### src/rtl/rbc_pkg.sv
package rbc_pkg;
  // Modular inverse by extended Euclid; elaboration-time only.
  function automatic longint mod_inv(longint a, longint m);
    longint t, nt, r, nr, q, tmp;
    t  = 0;
    nt = 1;
    r  = m;
    nr = a % m;
    while (nr != 0) begin
      q   = r / nr;
      tmp = t - q * nt;
      t   = nt;
      nt  = tmp;
      tmp = r - q * nr;
      r   = nr;
      nr  = tmp;
    end
    if (t < 0) t = t + m;
    return t;
  endfunction
endpackage

### src/rtl/rbc_fold.sv
// Reduces a W-bit value modulo 2^K-1 by summing K-bit chunks with end-around carry.
module rbc_fold #(
  parameter int K = 4,
  parameter int W = 8
) (
  input  logic [W-1:0] a_i,
  output logic [K-1:0] y_o
);
  localparam int NCH = (W + K - 1) / K;
  localparam int PW  = NCH * K;
  localparam int AW  = K + $clog2(NCH + 1) + 2;

  logic [PW-1:0] ap;
  logic [AW-1:0] acc;

  assign ap = PW'(a_i);

  always_comb begin
    acc = '0;
    for (int i = 0; i < NCH; i++) acc = acc + AW'(ap[i*K +: K]);
    for (int j = 0; j < 3; j++) acc = AW'(acc[K-1:0]) + (acc >> K);
  end

  assign y_o = (acc[K-1:0] == {K{1'b1}}) ? '0 : acc[K-1:0];
endmodule

### src/rtl/rbc_sub.sv
// (a - b) mod 2^K-1 via one's-complement add.
module rbc_sub #(
  parameter int K = 4
) (
  input  logic [K-1:0] a_i,
  input  logic [K-1:0] b_i,
  output logic [K-1:0] y_o
);
  logic [K:0] s;
  assign s = {1'b0, a_i} + {1'b0, ~b_i};

  rbc_fold #(.K(K), .W(K + 1)) u_fold (.a_i(s), .y_o(y_o));
endmodule

### src/rtl/rbc_mulc.sv
// (a * C) mod 2^K-1 for a constant C.
module rbc_mulc #(
  parameter int          K  = 4,
  parameter int          WA = 4,
  parameter longint      C  = 1
) (
  input  logic [WA-1:0] a_i,
  output logic [K-1:0]  y_o
);
  localparam int PW = WA + K;
  logic [PW-1:0] p;
  assign p = PW'(a_i) * PW'(C);

  rbc_fold #(.K(K), .W(PW)) u_fold (.a_i(p), .y_o(y_o));
endmodule

### src/rtl/rbc_level1.sv
// Three-moduli mixed-radix stage over the 2^k-1 channels; only the digits the sum needs.
module rbc_level1 #(
  parameter int N = 4
) (
  input  logic [N-2:0]   ra_i,
  input  logic [N:0]     rb_i,
  input  logic [N-1:0]   rc_i,
  output logic [3*N-1:0] x1_o
);
  import rbc_pkg::*;
  localparam int     K1  = N - 1;
  localparam int     K2  = N + 1;
  localparam int     K3  = N;
  localparam int     XW  = 3 * N;
  localparam longint M1  = (longint'(1) << K1) - 1;
  localparam longint M2  = (longint'(1) << K2) - 1;
  localparam longint M3  = (longint'(1) << K3) - 1;
  localparam longint C2  = mod_inv(M1 % M2, M2);
  localparam longint C3A = M1 % M3;
  localparam longint C3  = mod_inv((M1 * M2) % M3, M3);

  logic [K1-1:0] v1;
  logic [K2-1:0] d2, v2;
  logic [K3-1:0] d3, t3, e3, v3;

  rbc_fold #(.K(K1), .W(K1)) u_v1 (.a_i(ra_i), .y_o(v1));

  rbc_sub  #(.K(K2))                    u_d2 (.a_i(rb_i), .b_i(K2'(v1)), .y_o(d2));
  rbc_mulc #(.K(K2), .WA(K2), .C(C2))   u_v2 (.a_i(d2), .y_o(v2));

  rbc_sub  #(.K(K3))                    u_d3 (.a_i(rc_i), .b_i(K3'(v1)), .y_o(d3));
  rbc_mulc #(.K(K3), .WA(K2), .C(C3A))  u_t3 (.a_i(v2), .y_o(t3));
  rbc_sub  #(.K(K3))                    u_e3 (.a_i(d3), .b_i(t3), .y_o(e3));
  rbc_mulc #(.K(K3), .WA(K3), .C(C3))   u_v3 (.a_i(e3), .y_o(v3));

  assign x1_o = XW'(v1) + XW'(M1) * XW'(v2) + XW'(M1 * M2) * XW'(v3);
endmodule

### src/rtl/rbc_level2.sv
// Two-moduli stage {P, 2^N}: mod 2^N is truncation.
module rbc_level2 #(
  parameter int     N  = 4,
  parameter longint P  = 3255,
  parameter longint CP = 7
) (
  input  logic [3*N-1:0] x1_i,
  input  logic [N-1:0]   rd_i,
  output logic [4*N-1:0] x_o
);
  localparam int RW = 4 * N;
  logic [N-1:0]   d;
  logic [2*N-1:0] prod;
  logic [N-1:0]   q;

  assign d    = rd_i - x1_i[N-1:0];
  assign prod = (2*N)'(d) * (2*N)'(CP);
  assign q    = prod[N-1:0];
  assign x_o  = RW'(x1_i) + RW'(P) * RW'(q);
endmodule

### src/rtl/rns4_to_bin.sv
module rns4_to_bin #(
  parameter int N = 4
) (
  input  logic           clk_i,
  input  logic           rst_ni,
  input  logic           valid_i,
  input  logic [N-2:0]   res_a_i,
  input  logic [N:0]     res_b_i,
  input  logic [N-1:0]   res_c_i,
  input  logic [N-1:0]   res_d_i,
  output logic           valid_o,
  output logic [4*N-1:0] bin_o
);
  import rbc_pkg::*;
  localparam int     XW = 3 * N;
  localparam int     RW = 4 * N;
  localparam longint M1 = (longint'(1) << (N - 1)) - 1;
  localparam longint M2 = (longint'(1) << (N + 1)) - 1;
  localparam longint M3 = (longint'(1) << N) - 1;
  localparam longint M4 = longint'(1) << N;
  localparam longint P  = M1 * M2 * M3;
  localparam longint CP = mod_inv(P % M4, M4);

  if ((N % 2) != 0 || N < 4 || N > 16) begin : g_bad_n
    $error("rns4_to_bin: N must be even and within 4..16");
  end

  logic [XW-1:0] x1_c, x1_q;
  logic [N-1:0]  rd_q;
  logic          s1_vld_q;
  logic [RW-1:0] x_c;

  rbc_level1 #(.N(N)) u_lvl1 (
    .ra_i(res_a_i), .rb_i(res_b_i), .rc_i(res_c_i), .x1_o(x1_c)
  );

  always_ff @(posedge clk_i or negedge rst_ni) begin
    if (!rst_ni) begin
      s1_vld_q <= 1'b0;
      x1_q     <= '0;
      rd_q     <= '0;
    end else begin
      s1_vld_q <= valid_i;
      if (valid_i) begin
        x1_q <= x1_c;
        rd_q <= res_d_i;
      end
    end
  end

  rbc_level2 #(.N(N), .P(P), .CP(CP)) u_lvl2 (
    .x1_i(x1_q), .rd_i(rd_q), .x_o(x_c)
  );

  always_ff @(posedge clk_i or negedge rst_ni) begin
    if (!rst_ni) begin
      valid_o <= 1'b0;
      bin_o   <= '0;
    end else begin
      valid_o <= s1_vld_q;
      if (s1_vld_q) bin_o <= x_c;
    end
  end
endmodule

### config.mk
export PLATFORM = sky130hd
export DESIGN_NAME = rns4_to_bin
export DESIGN_NICKNAME = d
export VERILOG_FILES = /design/src/rtl/rbc_pkg.sv /design/src/rtl/rbc_fold.sv /design/src/rtl/rbc_sub.sv /design/src/rtl/rbc_mulc.sv /design/src/rtl/rbc_level1.sv /design/src/rtl/rbc_level2.sv /design/src/rtl/rns4_to_bin.sv
export SDC_FILE = /design/constraint.sdc
export NUM_CORES = 1
export LEC_CHECK = 0
export ABC_AREA = 0
export BUFFER_PORTS_ARGS = -buffer_cell sky130_fd_sc_hd__buf_2
export CORE_MARGIN = 2
export CORE_UTILIZATION = 35
export CTS_CLUSTER_DIAMETER = 100
export DETAILED_ROUTE_END_ITERATION = 8
export GPL_ROUTABILITY_DRIVEN = 0
export HOLD_SLACK_MARGIN = 0.02
export PLACE_DENSITY = 0.55
export RECOVER_POWER = 100
export SLEW_MARGIN = 0
export SYNTH_ARGS = -nofsm -noshare
export SYNTH_HDL_FRONTEND = slang
export SYNTH_HIERARCHICAL = 1
export SYNTH_SLANG_ARGS = --single-unit
### constraint.sdc
create_clock -name clk_i -period 5.4 [get_ports clk_i]
set_input_delay 1.08 -clock clk_i [delete_from_list [all_inputs] [get_ports clk_i]]
set_output_delay 1.08 -clock clk_i [all_outputs]
set_load 0.01 [all_outputs]
==> out/metrics.cfg <==
[global_routing]
grt_start_max_net_pins = 35
grt_antenna_before_repair = 0
grt_pass1_vias = 6533
grt_overflow_total = 0
grt_first_pass_wirelength_um = 28400
track_usage_pct = 14.6

[cts]
cts_inserted_buffers = 5
cts_root_buf = clkbuf_16
h-tree-depth = 2
clock_latency_ps = 270
cts_buffer_depth = 2
cts_tree = built
clkSlewWorstSetupHoldPaths_ps = 50
cts_hold_buf = 0
clock_sinks = 34

[routing]
vias_per_cell = 4.69
totalWireLength_um = 16700
num_vias = 6363
drt_iter0_drc = 115
drc_errors = 0
wl_per_cell_um = 12.3
drtPass1Iterations = 4
antenna_left = 0

[status]
violations = capacitance limit, slew limit, setup timing
outcome = finished with violations

[sta]
rsz0062_at_grt = true
tightest_slew_ps = 1750
period_share_pct = 433
setup_ws_ps = -17980
setup_viol = 21
period_minus_slack_ps = 23380
drv_slew = 35
slew_headroom_pct = -16.9
clock-skew-final_ps = 3.33
timing.fmax_mhz = 42.8
hold_viol = 0

[worst_setup_path]
reg2reg_depth = 26
crit_end = x1_q[10]
cp_max_fo = 4
crit_required_ps = 5560
end_kind = register
crit_type = in2reg
cpMostUsedCell = ha_4
path_buf_inv = 9
cp-startpoint = res_a_i[2]
r2r_slack_ps = -290
critPathMaxStageDelay_ps = 600
reg2reg_to = bin_o[15]
startpoint_type = input pin
slowest_stage = fa_1
cp_data_arrival_time_ps = 23540
r2r_start = rd_q[0]
cp.depth = 123
cp_top_family = adder cells

[die]
start_util_pct = 35.9
ioPinCount = 36
die-area_um2 = 23000
dieWidth_um = 152
core_area_um2 = 21200
die_y_um = 152
placementRows = 53

[logic_synthesis]
synth_warnings = 6
syn_area_per_cell_um2 = 9.67
synthArstFlopShare_pct = 100
synthSimpleGateAreaFrac_pct = 10.1
synth_xor_xnor_area_share_pct = 12.4
synthMuxAreaShare_pct = 6.50
ys_seq_elements = 34
synthDistinctLibCells = 86
yosysSeqAreaShare_pct = 11.2
synth_top_family_by_area = adder cells
synth_edf_count = 0
ys.flop_type = dfrtp_1
synth_compound_area_share_pct = 14.9
syn-instance-count = 788
synthAdderAreaFrac_pct = 37.8
syn-cell-area_um2 = 7620

[cells_and_area]
final_common_cell = buf_4
n_fill_cell = 1918
final_cell_mix = 241 x buf_4, 100 x inv_1, 77 x ha_1
antennaDiodeCount = 0
fin_nets = 1303
fin_area_um2 = 11600
syn2layout_area_growth_pct = 52.9
drive_gt1_share_pct = 51.0

[place]
dp_hpwl_um = 13400
placed_cell_area_um2 = 10200
io_buffers = 35

[worst_hold_path]
min_from = bin_o[15]
hp-class = reg2reg

[flow_run]
max_cap_violations = 1

[logic make-up (layout without fill, tap and decap cells)]
kind of cell    count (synthesis)  in the layout
compound gates                147            147
mux                            38             38
simple gates                  143            143
flops                          34             34
fa+ha+maj                     202            202
other cells                     3              5
buf+inv                       129            422
xor+xnor                       92             92
[Yosys cell counts, drive strengths merged (4+ instances only)]
library cell  number  area (um2)
xor2              29         269
a211oi             5        37.5
nor3               6        30.0
a31oi              5        31.3
o31a               5        45.0
a211o              5        43.8
o211ai             4        35.0
and2               6        41.3
nand2b             6        37.5
dfrtp             34         851
o22ai              4        25.0
mux2i              6        60.1
nand2             25        96.4
a21boi            15         128
o21ai             17         100
nor2b             10        62.6
xnor2             55         482
xor3               4        98.8
a21oi             41         239
nor2              31         119
inv              124         465
and3              18         126
xnor3              4        91.3
o21a               6        45.0
fa                47         941
a21o              17         130
ha               155        1940
nand3             23         115
buf                4        62.6
mux2              32         435
[routing by layer]
metal | GRT usage, % | part of all wire [%]
met5 | 0 | 0
met4 | 1.39 | 0.49
met3 | 0.719 | 1.3
met2 | 27.1 | 52
met1 | 19.5 | 46
[timing repair]
action / in CTS / in global routing
endpoints found under the setup margin: 21 / 22
hold endpoints to repair: 0 / 0
buffers inserted: 23 / 27
pin swaps: 126 / 131
resized for setup: 66 / 98
[registers in the layout, summed over array words and instances (netlist names)]
signal,flops
s1_vld_q,1
x1_q,12
rd_q,4
bin_o,16
valid_o,1
[worst min path at each step]
stage | endpoint | cells after the start | slack (ps)
6_report | bin_o[15] | 1 | 500
5_1_grt | bin_o[14] | 1 | 520
4_1_cts | bin_o[15] | 1 | 500
3_5_place_dp | bin_o[14] | 1 | 490
3_3_place_gp | bin_o[15] | 1 | 490
2_1_floorplan | valid_o | 0 | 370
[cell type report]
class	count	area [um2]	area share, %
clock inverters	3	40.0	0.344
well taps	275	344	2.95
repair buffers	290	2140	18.3
clock buffers	5	125	1.07
flip-flops and latches	34	851	7.31
multi-input cells	627	7680	66.0
inverters	124	468	4.02
[through the flow]
step	std cells	setup slack (ps)	utilization (%)	hold WS (ps)	TNS [ps]
4_1_cts	1334	-17820	51.5	504	-207940
6_report	1358	-17980	54.9	501	-209960
5_1_grt	1358	-19000	54.9	518	-223830
2_1_floorplan	790	-18000	-	374	-208020
3_5_place_dp	1303	-18560	48.3	491	-215860
3_3_place_gp	1303	-18230	48.3	486	-212210
Power is left out: the tool's default activity adds up to more than one toggle a clock period on the data nets, which glitch-free logic cannot reach.
